$ cat config.mk
export PLATFORM = sky130hd
export DESIGN_NAME = prec_butterfly
export DESIGN_NICKNAME = d
export VERILOG_FILES = /design/src/rtl/bfly_pkg.sv /design/src/rtl/bfly_bw_mult.sv /design/src/rtl/bfly_cmul.sv /design/src/rtl/bfly_addsub.sv /design/src/rtl/prec_butterfly.sv
export SDC_FILE = /design/constraint.sdc
export NUM_CORES = 2
export LEC_CHECK = 0
export BUFFER_PORTS_ARGS = -buffer_cell sky130_fd_sc_hd__buf_2
export CAP_MARGIN = 20
export CORE_MARGIN = 2
export CORE_UTILIZATION = 40
export DETAILED_ROUTE_END_ITERATION = 8
export SYNTH_ARGS = -nofsm -noshare
export SYNTH_HDL_FRONTEND = slang
export SYNTH_SLANG_ARGS = --single-unit
$ cat constraint.sdc
create_clock -name clk -period 11 [get_ports clk]
set_input_delay 0.55 -clock clk [delete_from_list [all_inputs] [get_ports clk]]
set_output_delay 0.55 -clock clk [all_outputs]
set_load 0.01 [all_outputs]
$ cat src/rtl/bfly_pkg.sv
package bfly_pkg;

    parameter int unsigned DW     = 16;
    parameter int unsigned NARROW = 8;

    localparam int unsigned PW   = 2 * DW;
    localparam int unsigned FRAC = DW - 1;
    localparam int unsigned SUMW = PW + 1;
    localparam int unsigned PRW  = SUMW - FRAC;
    localparam int unsigned HW   = PRW + 1;

    typedef struct packed {
        logic signed [DW-1:0] re;
        logic signed [DW-1:0] im;
    } cplx_t;

    typedef struct packed {
        logic signed [PRW-1:0] re;
        logic signed [PRW-1:0] im;
    } cprod_t;

    function automatic logic [DW-1:0] low_mask(input logic narrow);
        logic [DW-1:0] m;
        m = '1;
        if (narrow) m[DW-NARROW-1:0] = '0;
        return m;
    endfunction

    function automatic cplx_t gate_cplx(input cplx_t v, input logic narrow);
        cplx_t r;
        r.re = v.re & low_mask(narrow);
        r.im = v.im & low_mask(narrow);
        return r;
    endfunction

    function automatic logic signed [DW-1:0] sat_dw(input logic signed [PRW-1:0] v);
        logic [PRW-DW:0] top;
        top = v[PRW-1:DW-1];
        if ((&top) || !(|top))
            return v[DW-1:0];
        else if (v[PRW-1])
            return {1'b1, {(DW-1){1'b0}}};
        else
            return {1'b0, {(DW-1){1'b1}}};
    endfunction

endpackage

$ cat src/rtl/bfly_bw_mult.sv
module bfly_bw_mult #(
    parameter int unsigned N = 16
) (
    input  logic [N-1:0]   a,
    input  logic [N-1:0]   b,
    output logic [2*N-1:0] p
);
    localparam logic [2*N-1:0] CORR =
        ({{(N-1){1'b0}}, 1'b1, {N{1'b0}}}) | ({1'b1, {(2*N-1){1'b0}}});

    logic [2*N-1:0] row [N];

    for (genvar i = 0; i < N; i++) begin : g_row
        always_comb begin
            logic t;
            row[i] = '0;
            for (int j = 0; j < N; j++) begin
                t = a[i] & b[j];
                if ((i == N-1) != (j == N-1)) t = ~t;
                row[i][i+j] = t;
            end
        end
    end

    always_comb begin
        logic [2*N-1:0] acc;
        acc = CORR;
        for (int i = 0; i < N; i++) acc = acc + row[i];
        p = acc;
    end
endmodule

$ cat src/rtl/bfly_cmul.sv
module bfly_cmul
    import bfly_pkg::*;
(
    input  logic   clk,
    input  logic   rst,
    input  logic   en1,
    input  logic   en2,
    input  logic   narrow_in,
    input  cplx_t  a_in,
    input  cplx_t  b_in,
    input  cplx_t  w_in,
    output logic   narrow_out,
    output cplx_t  a_out,
    output cprod_t p_out
);
    localparam int unsigned NM = 4;
    localparam logic signed [SUMW-1:0] HALF = SUMW'(1) <<< (FRAC - 1);

    logic [DW-1:0] mx [NM];
    logic [DW-1:0] my [NM];
    logic [PW-1:0] mp [NM];
    logic [PW-1:0] pp_q [NM];
    cplx_t a_s1;
    logic  nar_s1;

    assign mx[0] = b_in.re;  assign my[0] = w_in.re;
    assign mx[1] = b_in.im;  assign my[1] = w_in.im;
    assign mx[2] = b_in.re;  assign my[2] = w_in.im;
    assign mx[3] = b_in.im;  assign my[3] = w_in.re;

    for (genvar k = 0; k < NM; k++) begin : g_mul
        bfly_bw_mult #(.N(DW)) u_mul (
            .a (mx[k]),
            .b (my[k]),
            .p (mp[k])
        );
        always_ff @(posedge clk) begin
            if (rst)      pp_q[k] <= '0;
            else if (en1) pp_q[k] <= mp[k];
        end
    end

    always_ff @(posedge clk) begin
        if (rst) begin
            a_s1   <= '0;
            nar_s1 <= 1'b0;
        end else if (en1) begin
            a_s1   <= a_in;
            nar_s1 <= narrow_in;
        end
    end

    logic signed [SUMW-1:0] sum_re, sum_im;
    always_comb begin
        sum_re = SUMW'($signed(pp_q[0])) - SUMW'($signed(pp_q[1])) + HALF;
        sum_im = SUMW'($signed(pp_q[2])) + SUMW'($signed(pp_q[3])) + HALF;
    end

    always_ff @(posedge clk) begin
        if (rst) begin
            p_out      <= '0;
            a_out      <= '0;
            narrow_out <= 1'b0;
        end else if (en2) begin
            p_out.re   <= sum_re[SUMW-1:FRAC];
            p_out.im   <= sum_im[SUMW-1:FRAC];
            a_out      <= a_s1;
            narrow_out <= nar_s1;
        end
    end
endmodule

$ cat src/rtl/bfly_addsub.sv
module bfly_addsub
    import bfly_pkg::*;
(
    input  logic   clk,
    input  logic   rst,
    input  logic   en,
    input  logic   narrow,
    input  cplx_t  a,
    input  cprod_t p,
    output cplx_t  x,
    output cplx_t  y
);
    function automatic logic signed [DW-1:0] half_sat(
        input logic signed [DW-1:0]  av,
        input logic signed [PRW-1:0] pv,
        input logic                  sub,
        input logic                  nar
    );
        logic signed [HW-1:0] s;
        logic signed [DW-1:0] r;
        if (sub) s = HW'(av) - HW'(pv);
        else     s = HW'(av) + HW'(pv);
        r = sat_dw(s[HW-1:1]);
        return r & low_mask(nar);
    endfunction

    always_ff @(posedge clk) begin
        if (rst) begin
            x <= '0;
            y <= '0;
        end else if (en) begin
            x.re <= half_sat(a.re, p.re, 1'b0, narrow);
            x.im <= half_sat(a.im, p.im, 1'b0, narrow);
            y.re <= half_sat(a.re, p.re, 1'b1, narrow);
            y.im <= half_sat(a.im, p.im, 1'b1, narrow);
        end
    end
endmodule

$ cat src/rtl/prec_butterfly.sv
module prec_butterfly
    import bfly_pkg::*;
(
    input  logic          clk,
    input  logic          rst,
    input  logic          in_valid,
    input  logic          mode_8b,
    input  logic [15:0]   a_re,
    input  logic [15:0]   a_im,
    input  logic [15:0]   b_re,
    input  logic [15:0]   b_im,
    input  logic [15:0]   w_re,
    input  logic [15:0]   w_im,
    output logic          out_valid,
    output logic [15:0]   x_re,
    output logic [15:0]   x_im,
    output logic [15:0]   y_re,
    output logic [15:0]   y_im
);
    localparam int unsigned STAGES = 3;

    cplx_t  a_g, b_g, w_g;
    cplx_t  a_mid, x_q, y_q;
    cprod_t p_mid;
    logic   nar_mid;
    logic [STAGES-1:0] vpipe;

    assign a_g = gate_cplx('{re: a_re, im: a_im}, mode_8b);
    assign b_g = gate_cplx('{re: b_re, im: b_im}, mode_8b);
    assign w_g = gate_cplx('{re: w_re, im: w_im}, mode_8b);

    always_ff @(posedge clk) begin
        if (rst) vpipe <= '0;
        else     vpipe <= {vpipe[STAGES-2:0], in_valid};
    end

    bfly_cmul u_cmul (
        .clk        (clk),
        .rst        (rst),
        .en1        (in_valid),
        .en2        (vpipe[0]),
        .narrow_in  (mode_8b),
        .a_in       (a_g),
        .b_in       (b_g),
        .w_in       (w_g),
        .narrow_out (nar_mid),
        .a_out      (a_mid),
        .p_out      (p_mid)
    );

    bfly_addsub u_addsub (
        .clk    (clk),
        .rst    (rst),
        .en     (vpipe[1]),
        .narrow (nar_mid),
        .a      (a_mid),
        .p      (p_mid),
        .x      (x_q),
        .y      (y_q)
    );

    assign out_valid = vpipe[STAGES-1];
    assign x_re = x_q.re;
    assign x_im = x_q.im;
    assign y_re = y_q.re;
    assign y_im = y_q.im;
endmodule

==> run_results.csv <==
group,metric,value,unit
cts,cts_tree,"done",
drt,drt_iter0_drc,1893,
worst_setup_path,crit_family,"adder cells",
cts,cts_inserted_buffers,39,
final_layout,finish.utilization,0.433,
worst_setup_path,worstSetupPathType,"in -> reg",
sta,max_slew.worst_pin.slew,1.17,ns
cts,clock-root-buffer,"clkbuf_16",
sta,setup_tns,0,ns
global_routing,grt_pass1_wl,210,mm
drt,wl_per_cell,18.9,um
synthesis,synth_seq_cells,297,
final_layout,final_cell_mix,"909 x inv_1, 796 x fa_1, 702 x nand2_1",
placement,io_buffer_count,164,
synthesis,synth_flop_cell,"dfxtp_1",
cts,ctsHtreeMaxLevel,2,
status,status,"completed",
cts,clk_transition_reported_paths,0.05,ns
drt,route.vias.total,36200,
synthesis,synth_cells,5376,
synthesis,syn_avg_cell_area,9.16,sq um
sta,fin_crit,7.75,ns
synthesis,synth_fp_nets,6842,
sta,setup_viol,0,
worst_setup_path,critPathArrivalTime,8.07,ns
synthesis,synth.cell_area,49200,sq um
floorplan,initial_core_util,0.403,
final_layout,multi_input_area,37600,sq um
cts,clk_latency,0.60,ns
floorplan,die_width,355,um
cts,cts_post_setup_buffers_inserted,0,
pwr,power,14.2,mW
final_layout,fin_area,52800,sq um
pwr,power_density,268,nW/um^2
sta,hold_viol_final,0,
global_routing,grt_pass1_vias,37900,
cts,clockBufferDepth,3,
floorplan,die_area,126000,sq um
cts,hold_buffers,0,
worst_setup_path,crit_top_cell,"fa_1",
final_layout,final_nets,6841,
drt,drc,0,
cts,clock-sinks,297,
placement,globalplace.congestion,0.882,
synthesis,yosysUniqueCellTypes,99,
drt,firstDrtPassIters,5,
final_layout,instances_no_fill,7031,
global_routing,antenna_found_initial,13,
global_routing,track_usage,0.212,
placement,hpwl,104,mm
placement,post_dp_cell_area,51600,sq um
floorplan,die_h,355,um
sta,relSlewSlack,0.218,
worst_setup_path,end_kind,"flop",
drt,ant_nets,0,
placement,post-place-cells,6958,
sta,max_freq,0.129,GHz
floorplan,core,122000,sq um
floorplan,pin_count,165,
sta,timing.final.ws_setup,3.25,ns
final_layout,ff_latch_area,7230,sq um
drt,wl,133,mm
synthesis,ys_warn_count,0,
worst_setup_path,critical-path-max-stage-delay,0.91,ns
final_layout,area_growth,7.32,%
worst_setup_path,required,11.32,ns
synthesis,synthArstFlopShare,0,
pwr,ir_drop,0.000157,V
cts,cts_resized,0,
synthesis,yosysSeqAreaShare,0.147,
global_routing,grt_max_degree,72,
final_layout,fillCellCount,12100,
min_path,hold_class,"in -> reg",
worst_setup_path,cp-start-kind,"primary input",
worst_setup_path,path_max_fanout,34,
sta,slew_violations,0,
final_layout,drive_above_1_share,0.0663,
sta,rsz0062_at_grt,"false",
floorplan,rows,128,
synthesis,synth_edf_count,128,
placement,dp_slack,2.67,ns
global_routing,overflow,0,
sta,hold_ws,0.161,ns
final_layout,layout_commonest_cell,"inv_1",
job,cap_violations,0,
drt,routed_via_density,5.15,
sta,skew,0.0378,ns
pwr,leakage,26.0,nW
sta,period_share,0.705,
worst_setup_path,path_buf_inv,5,
worst_setup_path,worst_path_max_delay_cell,"nor2b_2",
-- final cells by class --
| type | instances | area share |
|---|---|---|
| clock inverters | 11 | 0.00213 |
| well taps | 1625 | 0.0385 |
| flip-flops and latches | 297 | 0.137 |
| inverters | 914 | 0.0650 |
| diodes | 3 | 0.000142 |
| multi-input cells | 3902 | 0.712 |
| clock buffers | 58 | 0.0216 |
| repair buffers | 221 | 0.0241 |
-- worst paths after layout --
check | to | start | cells past startpoint | slack [ns]
max reg2reg | u_cmul.p_out[35] | u_cmul.pp_q[1][2] | 14 | 7.10
max | u_cmul.pp_q[1][30] | mode_8b | 25 | 3.25
min reg2reg | u_addsub.y[19] | u_addsub.y[19] | 2 | 0.44
min | u_cmul.a_s1[19] | a_re[3] | 2 | 0.16
-- state kept, by name, summed over array words and instances (netlist names) --
name	cells
u_addsub.x	32
u_addsub.y	32
u_cmul.a_out	32
u_cmul.a_s1	32
u_cmul.nar_s1	1
u_cmul.narrow_out	1
u_cmul.p_out	36
u_cmul.pp_q	128
vpipe	3
-- worst register-to-register path, delay by kind of cell, from the launching register on --
family | cells | cell delay, ns
AO/OA/AOI/OAI | 8 | 2.55
adder cells (fa/ha/maj) | 2 | 0.49
XOR/XNOR | 1 | 0.17
flip-flops | 1 | 0.35
buffers and inverters | 1 | 0.07
AND/OR/NAND/NOR | 2 | 0.19
-- synthesized netlist by cell type, drive strengths merged, types with 4 or more instances --
cell type	number	share of area
a21oi	153	0.016
edfxtp	128	0.078
nor2	293	0.022
nand3	46	0.0048
ha	570	0.14
o31ai	12	0.0020
a211o	9	0.0016
o21ai	84	0.0087
buf	22	0.0023
fa	796	0.32
a2111oi	9	0.0021
o22ai	4	0.00051
nand2b	27	0.0036
inv	913	0.070
or2	5	0.00064
nor4	5	0.0012
a311oi	6	0.0012
nor3b	5	0.00076
clkbuf	241	0.018
o21a	16	0.0025
or3	14	0.0018
and2	486	0.062
nand2	705	0.054
o311ai	15	0.0030
nand4	13	0.0017
o221ai	6	0.0012
a21o	70	0.011
nor2b	54	0.0069
nor3	54	0.0056
dfxtp	169	0.069
and3	24	0.0030
a31oi	21	0.0027
xor2	54	0.0096
o21bai	37	0.0057
mux2i	74	0.015
a211oi	35	0.0059
a22o	19	0.0034
nand3b	4	0.00061
xnor2	111	0.020
o211ai	17	0.0029
-- per-layer routing --
layer / vias to the layer above / track usage / part of all wire
met5: - / 0 / 0.00032
met4: 6 / 0.0584 / 0.027
met3: 227 / 0.0289 / 0.059
met2: 973 / 0.370 / 0.49
met1: 18200 / 0.276 / 0.43
li1: 16800 / - / -
-- cells by family (layout without fill, tap and decap cells) --
family | count (synthesis) | after routing | share of synthesized area
and+or+nand+nor | 1742 | 1742 | 0.170
adders and majority gates | 1366 | 1366 | 0.469
buffers and inverters | 1177 | 1204 | 0.0904
AOI/OAI and AO/OA | 555 | 555 | 0.0797
DFF | 297 | 297 | 0.147
xor gates and xnor gates | 165 | 165 | 0.0294
muxes | 74 | 74 | 0.0150
other | 0 | 3 | 0
-- where the power goes --
group          internal, mW  switching [mW]  leakage, nW
Clock                 0.726           0.534        0.612
Combinational          4.61            6.60         22.6
Sequential             1.53           0.180         2.75
Total                  6.87            7.32         26.0
Power figures use the tool's default switching activity.
